[config.mk]
export PLATFORM = sky130hd
export DESIGN_NAME = mtimer_window
export DESIGN_NICKNAME = d
export VERILOG_FILES = /design/src/rtl/mtw_pkg.sv /design/src/rtl/mtw_ctrl.sv /design/src/rtl/mtw_dp.sv /design/src/rtl/mtimer_window.sv
export SDC_FILE = /design/constraint.sdc
export NUM_CORES = 1
export LEC_CHECK = 0
export ABC_AREA = 0
export BUFFER_PORTS_ARGS = -buffer_cell sky130_fd_sc_hd__buf_2
export CORE_MARGIN = 10
export CORE_UTILIZATION = 35
export CTS_CLUSTER_SIZE = 10
export DETAILED_ROUTE_END_ITERATION = 12
export PLACE_DENSITY = 0.54
export RECOVER_POWER = 25
export SYNTH_ARGS = -nofsm -noshare
export SYNTH_HDL_FRONTEND = slang
export SYNTH_SLANG_ARGS = --single-unit
[constraint.sdc]
create_clock -name clk -period 5.85 [get_ports clk]
set_input_delay 1.17 -clock clk [delete_from_list [all_inputs] [get_ports clk]]
set_output_delay 1.17 -clock clk [all_outputs]
set_load 0.01 [all_outputs]
[src/rtl/mtw_pkg.sv]
package mtw_pkg;

  typedef enum logic [2:0] {
    SelNone,
    SelTime0,
    SelTime1,
    SelCmp0,
    SelCmp1,
    SelSip
  } rdSel_e;

  // strobes from decode to the register datapath; index 0 = low word
  typedef struct packed {
    logic [1:0] wrTime;
    logic [1:0] wrCmp;
    logic       wrSip;
    rdSel_e     rdSel;
  } ctrlStrobes_t;

endpackage

[src/rtl/mtw_ctrl.sv]
module mtw_ctrl
  import mtw_pkg::*;
#(
  parameter int                   AddrWidth  = 17,
  parameter logic [AddrWidth-1:0] NativeBase = '0,
  parameter logic [AddrWidth-1:0] ClintBase  = AddrWidth'('h10000)
) (
  input  logic                 busValid,
  input  logic                 busWrite,
  input  logic [AddrWidth-1:0] busAddr,
  output ctrlStrobes_t         strobes
);

  localparam logic [AddrWidth-1:0] NatTime0 = NativeBase + AddrWidth'('h00);
  localparam logic [AddrWidth-1:0] NatTime1 = NativeBase + AddrWidth'('h04);
  localparam logic [AddrWidth-1:0] NatCmp0  = NativeBase + AddrWidth'('h08);
  localparam logic [AddrWidth-1:0] NatCmp1  = NativeBase + AddrWidth'('h0C);
  localparam logic [AddrWidth-1:0] NatSip   = NativeBase + AddrWidth'('h10);

  localparam logic [AddrWidth-1:0] WinSip   = ClintBase;
  localparam logic [AddrWidth-1:0] WinCmp0  = ClintBase + AddrWidth'('h4000);
  localparam logic [AddrWidth-1:0] WinCmp1  = ClintBase + AddrWidth'('h4004);
  localparam logic [AddrWidth-1:0] WinTime0 = ClintBase + AddrWidth'('hBFF8);
  localparam logic [AddrWidth-1:0] WinTime1 = ClintBase + AddrWidth'('hBFFC);

  rdSel_e hitSel;
  logic   doWrite;

  always_comb begin
    hitSel = SelNone;
    if (busAddr == NatTime0 || busAddr == WinTime0)      hitSel = SelTime0;
    else if (busAddr == NatTime1 || busAddr == WinTime1) hitSel = SelTime1;
    else if (busAddr == NatCmp0 || busAddr == WinCmp0)   hitSel = SelCmp0;
    else if (busAddr == NatCmp1 || busAddr == WinCmp1)   hitSel = SelCmp1;
    else if (busAddr == NatSip || busAddr == WinSip)     hitSel = SelSip;
  end

  assign doWrite = busValid && busWrite;

  always_comb begin
    strobes.wrTime[0] = doWrite && (hitSel == SelTime0);
    strobes.wrTime[1] = doWrite && (hitSel == SelTime1);
    strobes.wrCmp[0]  = doWrite && (hitSel == SelCmp0);
    strobes.wrCmp[1]  = doWrite && (hitSel == SelCmp1);
    strobes.wrSip     = doWrite && (hitSel == SelSip);
    strobes.rdSel     = (busValid && !busWrite) ? hitSel : SelNone;
  end

endmodule

[src/rtl/mtw_dp.sv]
module mtw_dp
  import mtw_pkg::*;
#(
  parameter int WordWidth = 32
) (
  input  logic                   clk,
  input  logic                   rst,
  input  ctrlStrobes_t           strobes,
  input  logic [WordWidth-1:0]   wdata,
  output logic [WordWidth-1:0]   rdata,
  output logic [2*WordWidth-1:0] timeVal,
  output logic [2*WordWidth-1:0] cmpVal,
  output logic                   mtip,
  output logic                   msip
);

  localparam int Halves    = 2;
  localparam int TimeWidth = Halves * WordWidth;

  logic [TimeWidth-1:0] timeQ;
  logic [TimeWidth-1:0] cmpQ;
  logic                 sipQ;

  always_ff @(posedge clk) begin
    if (rst) begin
      timeQ <= '0;
    end else if (|strobes.wrTime) begin
      if (strobes.wrTime[0]) timeQ[WordWidth-1:0]         <= wdata;
      if (strobes.wrTime[1]) timeQ[TimeWidth-1:WordWidth] <= wdata;
    end else begin
      timeQ <= timeQ + TimeWidth'(1);
    end
  end

  for (genvar h = 0; h < Halves; h++) begin : g_cmpWord
    logic [WordWidth-1:0] wordQ;
    always_ff @(posedge clk) begin
      if (rst)                 wordQ <= '1;
      else if (strobes.wrCmp[h]) wordQ <= wdata;
    end
    assign cmpQ[h*WordWidth +: WordWidth] = wordQ;
  end

  always_ff @(posedge clk) begin
    if (rst)                sipQ <= 1'b0;
    else if (strobes.wrSip) sipQ <= wdata[0];
  end

  always_comb begin
    case (strobes.rdSel)
      SelTime0: rdata = timeQ[WordWidth-1:0];
      SelTime1: rdata = timeQ[TimeWidth-1:WordWidth];
      SelCmp0:  rdata = cmpQ[WordWidth-1:0];
      SelCmp1:  rdata = cmpQ[TimeWidth-1:WordWidth];
      SelSip:   rdata = {{(WordWidth-1){1'b0}}, sipQ};
      default:  rdata = '0;
    endcase
  end

  assign mtip    = (timeQ >= cmpQ);
  assign msip    = sipQ;
  assign timeVal = timeQ;
  assign cmpVal  = cmpQ;

endmodule

[src/rtl/mtimer_window.sv]
module mtimer_window
  import mtw_pkg::*;
#(
  parameter int                   AddrWidth  = 17,
  parameter int                   WordWidth  = 32,
  parameter logic [AddrWidth-1:0] NativeBase = '0,
  parameter logic [AddrWidth-1:0] ClintBase  = AddrWidth'('h10000)
) (
  input  logic                 clk,
  input  logic                 rst,
  input  logic                 busValid,
  input  logic                 busWrite,
  input  logic [AddrWidth-1:0] busAddr,
  input  logic [WordWidth-1:0] busWdata,
  output logic [WordWidth-1:0] busRdata,
  output logic                 mtip,
  output logic                 msip
);

  ctrlStrobes_t           strobes;
  logic [2*WordWidth-1:0] timeVal;
  logic [2*WordWidth-1:0] cmpVal;

  mtw_ctrl #(
    .AddrWidth (AddrWidth),
    .NativeBase(NativeBase),
    .ClintBase (ClintBase)
  ) u_ctrl (
    .busValid(busValid),
    .busWrite(busWrite),
    .busAddr (busAddr),
    .strobes (strobes)
  );

  mtw_dp #(
    .WordWidth(WordWidth)
  ) u_dp (
    .clk    (clk),
    .rst    (rst),
    .strobes(strobes),
    .wdata  (busWdata),
    .rdata  (busRdata),
    .timeVal(timeVal),
    .cmpVal (cmpVal),
    .mtip   (mtip),
    .msip   (msip)
  );

endmodule

Word-level counts from Yosys, hierarchy flattened --
Index checks and enable logic that the tools add are counted.
Operators by class: add/sub/neg operators 1, magnitude comparators 1, equal/unequal tests 21, multiplexer cells 10, reduce and logical (&&, ||, !) cells 15
Operators with widths (number):
- $pmux 32 s5 | 1
- $eq 17x17->1 const B | 5
- $add 64x1->64 const B | 1
- $ge 64x64->1 | 1
- $mux 32 | 2
- $mux 64 | 1
- $eq 17x4->1 const B | 2
- $mux 3 | 6
- $eq 17x3->1 const B | 1
- $eq 17x5->1 const B | 1
- $logic_not 17->1 | 1
- $eq 3x2->1 const B | 4
- $eq 3x3->1 const B | 4
- $logic_and 1x1->1 | 7
- $eq 3x1->1 const B | 2
- $logic_or 1x1->1 | 5
- $ne 2x2->1 const B | 2
- $reduce_or 2->1 | 1
- $logic_not 1->1 | 1
Word-level totals: flip-flop bits (word level) 129, word-level logic and storage cells 53

Depth between registers and ports, before layout --
Gate-level depths: netlist of the first run.
word-level depth 11, mapped depth 10, gate-level depth less buffers 8

Hierarchy --
From an unflattened synthesis of the first run, not the netlist that was laid out.
Unflattened totals: cells, all modules 1018, area, all modules 8545.7 sq um
By module, submodules not included:
- mtw_dp | instances 1, cells an instance 969, area an instance 8204.1 sq um, sequential area each 2582.5 sq um
- mtw_ctrl | instances 1, cells an instance 49, area an instance 341.6 sq um, sequential area each 0.0 sq um

Worst setup path before layout of the first run --
No wires, ideal clock.
kind input to output, start point in busAddr[16], end point out busRdata[10], data arrival time 2.958 ns, data required time 4.680 ns, slack 1.722 ns, stages on the path 8, path buffers 3, cells stage by stage buf_4 or3b_1 a211oi_2 o21ai_1 buf_2 nor3_1 clkbuf_1 a221o_1
On the way: word-level cells in the longest chain between the ends 10
RTL lines:
- start, declared | line mtimer_window.sv:13 | input logic [AddrWidth-1:0] busAddr,
- $eq 17x5->1 / $eq 17x17->1 (equally long branches) | line mtw_ctrl.sv:35 | else if (busAddr == NatSip || busAddr == WinSip) hitSel = SelSip;
- $logic_or 1x1->1 | line mtw_ctrl.sv:35
- $mux 3 | line mtw_ctrl.sv:35
- $mux 3 | line mtw_ctrl.sv:34 | else if (busAddr == NatCmp1 || busAddr == WinCmp1) hitSel = SelCmp1;
- $mux 3 | line mtw_ctrl.sv:33 | else if (busAddr == NatCmp0 || busAddr == WinCmp0) hitSel = SelCmp0;
- $mux 3 | line mtw_ctrl.sv:32 | else if (busAddr == NatTime1 || busAddr == WinTime1) hitSel = SelTime1;
- $mux 3 (*) | line mtw_ctrl.sv:31 | if (busAddr == NatTime0 || busAddr == WinTime0) hitSel = SelTime0;
- $mux 3 (*) | line mtw_ctrl.sv:46 | strobes.rdSel = (busValid && !busWrite) ? hitSel : SelNone;
- $eq 3x3->1 (tied with other cells) | line mtw_dp.sv:50 | case (strobes.rdSel)
- $pmux 32 s5 (*) | line mtw_dp.sv:50
- end, declared | line mtimer_window.sv:15 | output logic [WordWidth-1:0] busRdata,
Mark *: on every way between the ends. The rest lies on a longest branch, timed or not.

Worst setup path in the final report of the first run --
start point in busAddr[2], end point out busRdata[15]
The elaborated chain is that of the path after synthesis.

==> results of run 1 <==
## final cells by class
type                       count  area [um^2]
clock inverter                14          226
multi-input combinational    890         5990
timing repair buffer         112          616
clock buffer                  18          439
tap                          335          419
sequential                   129         2580
inverter                      74          280
fill                        2741        15600
## Yosys cell counts (all sizes together) (4+ instances only)
master	number	area share, %
a211o	4	0.38
or3	4	0.27
a22o	31	2.9
and4	15	1.4
a221o	32	3.4
nand3	63	3.4
dfxtp	129	28
ha	65	8.7
o31ai	6	0.48
o41ai	6	0.56
buf	58	3.8
o21a	7	0.56
a32o	6	0.64
o2111ai	4	0.38
nor3	31	1.9
clkbuf	38	1.5
o221ai	18	1.7
a31oi	8	0.54
a21oi	57	3.1
nor4	39	2.7
a211oi	14	1.8
nand4	55	3.8
inv	74	3.0
nor2b	6	0.40
and2	15	1.0
or4	7	0.56
o211ai	70	5.6
and3	14	0.94
o21ai	70	3.9
a2111oi	4	0.44
a21o	13	1.0
nor2	46	2.0
nand2	140	5.6
## logic make-up (layout without fill, tap and decap cells)
| group | after synthesis | count (layout) |
|---|---|---|
| DFF | 129 | 129 |
| muxes | 3 | 3 |
| buffers and inverters | 170 | 218 |
| adders and majority gates | 65 | 65 |
| xor gates and xnor gates | 1 | 1 |
| AOI/OAI and AO/OA | 371 | 371 |
| and+or+nand+nor | 450 | 450 |
## routing by layer
metal,global-route usage [%],vias to the layer above
met5,0,-
met4,4.98,0
met3,3.32,34
met2,30.6,306
met1,26.6,4585
li1,-,4653
## critical path: cells and delay by family
family	cells	cell delay (ns)
AND/OR/NAND/NOR	2	0.75
buffers and inverters	3	0.49
AO/OA/AOI/OAI	3	1.37
## path summary, 6_finish.rpt
check                                                 from                                  endpoint
hold reg to reg   u_dp.g_cmpWord[1].wordQ[31]$_SDFFE_PP1P_  u_dp.g_cmpWord[1].wordQ[31]$_SDFFE_PP1P_
hold / removal    u_dp.g_cmpWord[1].wordQ[31]$_SDFFE_PP1P_  u_dp.g_cmpWord[1].wordQ[31]$_SDFFE_PP1P_
setup reg to reg             u_dp.timeVal[11]$_SDFFE_PP0P_             u_dp.timeVal[59]$_SDFFE_PP0P_
setup / recovery                                busAddr[2]                              busRdata[15]
## registers in the layout (all words and copies together), names as in the netlist
signal,cells
u_dp.g_cmpWord.wordQ,64
u_dp.timeVal,64
u_dp.msip,1
## cells in the final DEF, fill, tap and decap left out, types with 24 or more instances in the layout
master,n
o21ai_0,42
o21ai_1,27
nand3_1,63
ha_1,65
inv_1,73
nor3_1,26
a22o_1,31
dfxtp_1,129
nand2_1,140
buf_2,84
nand4_1,53
o211ai_1,70
nor4_1,38
nor2_1,45
a221o_1,32
a21oi_1,56
buf_4,24
## power by group
| part | internal (mW) | leakage [nW] | total [mW] | switching, mW |
|---|---|---|---|---|
| registers | 0.880 | 1.04 | 0.883 | 0.00359 |
| logic | 0.0245 | 3.17 | 0.0854 | 0.0609 |
| clock network | 0.776 | 0.319 | 1.23 | 0.454 |
## through the flow
step / setup slack, ns / hold WS, ns
finish: 0.868 / 0.519
global route: 0.654 / 0.544
CTS: 0.799 / 0.522
detailed placement: 1.27 / 0.510
global placement: 1.24 / 0.508
floorplan: 1.72 / 0.489
==> run_results.csv, run 1 <==
group,metric,value,unit
finish,area_growth,13.0,%
clock_network,htreeDepth,4,
worst_setup_path,path_cells,"buf_2 -> or3b_1 -> a211oi_2 -> o21ai_0 -> nor2b_2 -> buf_4 -> a221o_1 -> buf_2",
clock_network,clock_sinks,129,
routing,drtAntennaViolNets,0,
clock_network,cts_buffers,17,
finish,drive_gt1_share,13.7,%
routing,wl_met1,15600,um
place,placed_cells,1540,
floorplanning,fp.dieW,183,um
routing,drt_wl_total,33200,um
sta,skew,0.0110,ns
floorplanning,core,26100,um^2
sta,setup_viol,0,
synthesis,ys_ff_latch,129,
routing,top_layer_used,"met4",
floorplanning,dieArea,33600,um^2
finish,layout.nets,1342,
sta,slew_violations,67,
synthesis,synth_top_flop_cell,"dfxtp_1",
routing,drc,0,
worst_setup_path,reg2reg_slack,2.81,ns
pwr,p_leak,4.53,nW
clock_network,worstSkewPairLatency,0.43,ns
synthesis,synth-edff-count,0,
worst_setup_path,cp-start-kind,"input port",
synthesis,synthAdderAreaFrac,8.71,%
worst_setup_path,cp_common_cell,"buf_2",
clock_network,cts.path.max_buffers,2,
global_route,grt_pass1_wl,52000,um
finish,diodes,0,
clock_network,cts_hold_buf,0,
finish,final_cell_area,10600,um^2
sta,fin_crit_sh,85.2,%
worst_setup_path,crit_fanout,15,
pwr,vdd_drop_max,0.000193,V
worst_setup_path,crit_arrival,3.81,ns
pwr,power_per_cell_area,208,nW/um^2
pwr,finalPower,2.20,mW
worst_setup_path,worstPathRequired,4.68,ns
clock_network,tritoncts,"yes",
synthesis,netlist_instances,1189,
routing,routedWlPerCell,21.1,um
sta,timing.setup.tns,0,ns
status,violations,"max-capacitance violations, max-slew violations",
min_path,hold_path_depth,2,
global_route,antenna_found_initial,0,
run,drv_cap,2,
clock_network,clk_pin_slew,0.06,ns
global_route,grt_pass1_vias,8802,
clock_network,ctsResizeCount,0,
min_path,hold_path_class,"register to register",
sta,rsz0062_at_grt,"no",
worst_setup_path,critical_path_class,"input port to primary output",
synthesis,yosys-mux-area-fraction,0.322,%
place,postPlaceCellArea,9910,um^2
routing,vias_per_cell,6.09,
finish,layout.cells.non_filler,1572,
routing,drt_iter0_drc,949,
synthesis,syn_area_per_cell,7.85,um^2
synthesis,synth_top_family_by_area,"compound AO/OA/AOI/OAI gates",
synthesis,syn-num-nets,1307,
place,dp_hpwl,23900,um
sta,worst_pin_slew,2.30,ns
global_route,grt_start_max_net_pins,67,
global_route,overflow,0,
routing,wl_met3,1930,um
place,portBuffers,86,
synthesis,synthArstFlopShare,0,%
routing,vias,9578,
status,status,"finished, violations left",
clock_network,post-cts-setup-buffers,0,
floorplanning,die_y,183,um
synthesis,synth-simple-area-share,25.3,%
worst_setup_path,end_kind,"primary output",
routing,met2_wirelength,15200,um
worst_setup_path,max_stage_delay,1.13,ns
worst_setup_path,slowest_stage,"o21ai_0",
synthesis,yosys_warnings,0,
sta,max_freq,201,MHz
routing,drtPass1Iterations,6,
global_route,grt_usage,19.4,%
floorplanning,rows,59,
synthesis,synth-xor-area-share,0.0938,%
sta,layout_min_cycle_time,4.98,ns
synthesis,synth_seq_area_share,27.7,%
synthesis,netlist_area,9340,um^2
floorplanning,ios,87,
worst_setup_path,reg2reg_depth,6,
place,gp_congestion,0.868,
sta,relSlewSlack,-53.6,%
floorplanning,initial_utilization,35.7,%
synthesis,synth-compound-area-share,29.6,%
synthesis,synth_cell_types,73,
finish,fin_util,40.4,%
sta,final_hold_viol_count,0,
clock_network,root_buffer,"clkbuf_16",
(Power assumes the default switching activity.)
==> run 2: changes to the inputs <==
--- a/config.mk
+++ b/config.mk
@@ -13,6 +13,7 @@
 export DETAILED_ROUTE_END_ITERATION = 12
 export PLACE_DENSITY = 0.54
 export RECOVER_POWER = 25
+export REMOVE_ABC_BUFFERS = 1
 export SYNTH_ARGS = -nofsm -noshare
 export SYNTH_HDL_FRONTEND = slang
 export SYNTH_SLANG_ARGS = --single-unit
==> run 2 against run 1 <==
Effect of this change:
- highest routed layer unchanged
- sequential power about the same
- global-route usage about the same
- non-clock buffer count increased by 1
- count of clock-buffer cells in the layout increased by 3
- clock power about the same
- clock skew decreased by 0.0013 ns
- cell area decreased by 0.27%
- critical path type unchanged
- hold slack improved by 0.0012 ns
- combinational power decreased by 2%
- the flow still finishes with violations (max-capacitance violations, max-slew violations)
- core utilization decreased by 0.11 points
- setup slack got worse by 0.15 ns
==> run_results.csv, run 2 (synthesis gave the netlist of run 1 again) <==
group,metric,value,unit
status,status,"finished, violations left",
status,violations,"max-capacitance violations, max-slew violations",
clock_network,tritoncts,"yes",
clock_network,post-cts-setup-buffers,0,
worst_setup_path,slowest_stage,"or4_1",
clock_network,ctsResizeCount,0,
routing,top_layer_used,"met4",
pwr,finalPower,2.19,mW
worst_setup_path,path_cells,"buf_2 -> nand4_1 -> or4_1 -> o21ai_4 -> nand3_1 -> nor2b_2 -> buf_4 -> a221o_1 -> buf_2",
worst_setup_path,reg2reg_depth,6,
routing,wl_met1,15400,um
routing,vias_per_cell,6.10,
worst_setup_path,end_kind,"primary output",
worst_setup_path,critical_path_class,"input port to primary output",
clock_network,root_buffer,"clkbuf_16",
pwr,p_seq_share,40.4,%
run,drv_cap,2,
place,portBuffers,86,
pwr,vdd_drop_max,0.000172,V
finish,fin_util,40.3,%
worst_setup_path,crit_arrival,3.96,ns
sta,fin_crit_sh,87.8,%
pwr,p_int,1.69,mW
floorplanning,dieArea,33600,um^2
global_route,grt_pass1_wl,52500,um
pwr,share_comb_of_total_power,3.8,%
sta,max_freq,195,MHz
sta,setup_viol,0,
sta,worst_pin_slew,2.41,ns
worst_setup_path,cp-start-kind,"input port",
routing,wl_met3,2010,um
floorplanning,fp.dieW,183,um
routing,drt_wl_total,32900,um
pwr,p_switching,494,uW
pwr,netSwitchingFraction,22.6,%
sta,timing.setup.tns,0,ns
floorplanning,ios,87,
routing,drc,0,
min_path,hold_path_depth,2,
sta,slew_violations,71,
clock_network,clock_sinks,129,
clock_network,worstSkewPairLatency,0.43,ns
min_path,hold_start,"u_dp.g_cmpWord[1].wordQ[11]$_SDFFE_PP1P_",
global_route,overflow,0,
floorplanning,core,26100,um^2
global_route,grt_usage,19.4,%
place,gp_congestion,0.881,
floorplanning,rows,59,
floorplanning,die_y,183,um
finish,area_growth,12.7,%
finish,mostFrequentLayoutCell,"nand2_1",
clock_network,htreeDepth,4,
sta,setup_ws,0.716,ns
sta,layout_min_cycle_time,5.13,ns
finish,fillerInstances,2694,
finish,diodes,0,
place,dp_hpwl,23600,um
clock_network,cts.path.max_buffers,2,
routing,drtAntennaViolNets,0,
sta,skew,0.00971,ns
global_route,grt_pass1_vias,9197,
place,postPlaceCellArea,9910,um^2
worst_setup_path,reg2reg_to,"u_dp.timeVal[55]$_SDFFE_PP0P_",
worst_setup_path,worstPathRequired,4.68,ns
finish,drive_gt1_share,13.3,%
place,place_ws,0.670,ns
clock_network,cts_hold_buf,0,
sta,rsz0062_at_grt,"no",
worst_setup_path,cp_common_cell,"buf_2",
global_route,antenna_found_initial,0,
worst_setup_path,crit_fanout,16,
floorplanning,initial_utilization,35.7,%
clock_network,clk_pin_slew,0.06,ns
routing,vias,9599,
worst_setup_path,reg2reg_slack,2.64,ns
sta,final_hold_viol_count,0,
routing,met2_wirelength,15100,um
routing,routedWlPerCell,20.9,um
routing,drt_iter0_drc,721,
clock_network,cts_buffers,17,
pwr,pwr-share-clk,55.7,%
worst_setup_path,max_stage_delay,0.75,ns
finish,final_cell_mix,"nand2_1, dfxtp_1, buf_2, inv_1, o211ai_1",
sta,relSlewSlack,-61.0,%
finish,layout.nets,1343,
global_route,grt_start_max_net_pins,67,
pwr,p_leak,4.53,nW
finish,final_cell_area,10500,um^2
routing,drtPass1Iterations,7,
pwr,power_per_cell_area,208,nW/um^2
min_path,hold_path_class,"register to register",
min_path,min_to,"u_dp.g_cmpWord[1].wordQ[11]$_SDFFE_PP1P_",
worst_setup_path,r2r_start,"u_dp.timeVal[11]$_SDFFE_PP0P_",
[run 2: power groups by stage]
stage / Combinational, mW / Clock, mW / Sequential, mW
5_1_grt: 0.0924 / 1.27 / 0.884
3_5_place_dp: 0.0842 / 0 / 0.903
4_1_cts: 0.0845 / 1.23 / 0.884
2_1_floorplan: 0.0295 / 0 / 0.902
6_report: 0.0839 / 1.22 / 0.884
3_3_place_gp: 0.0837 / 0 / 0.903
[run 2: worst max-delay path, delay by kind of cell]
family                 cells  cell delay [ns]
AND/OR/NAND/NOR            4             1.73
buffers and inverters      3             0.67
AO/OA/AOI/OAI              2             0.39
[run 2: worst max-delay path by stage]
stage	start	endpoint	depth (start not counted)
floorplan	busAddr[1]	busRdata[10]	5
global placement	busAddr[16]	busRdata[19]	9
detailed placement	busAddr[16]	busRdata[28]	9
CTS	busAddr[16]	busRdata[28]	9
global route	busAddr[16]	busRdata[30]	9
finish	busAddr[16]	busRdata[27]	9
[run 2: cell type report]
type / count / area (um^2) / area share (%)
multi-input combinational: 890 / 5970 / 56.8
clock buffer: 21 / 470 / 4.47
clock inverter: 11 / 183 / 1.74
sequential: 129 / 2580 / 24.5
tap: 335 / 419 / 3.98
inverter: 74 / 280 / 2.66
timing repair buffer: 113 / 616 / 5.85
[run 2: per-layer routing]
metal  global-route usage [%]  vias up
li1                         -     4647
met1                     25.9     4593
met2                     31.3      331
met3                     3.64       28
met4                     4.95        0
met5                        0        -
[run 2: per-stage QoR]
stage          instances  hold slack (ns)
2_1_floorplan       1093            0.482
3_3_place_gp        1541            0.508
3_5_place_dp        1541            0.511
4_1_cts             1573            0.521
5_1_grt             1573            0.544
6_report            1573            0.520
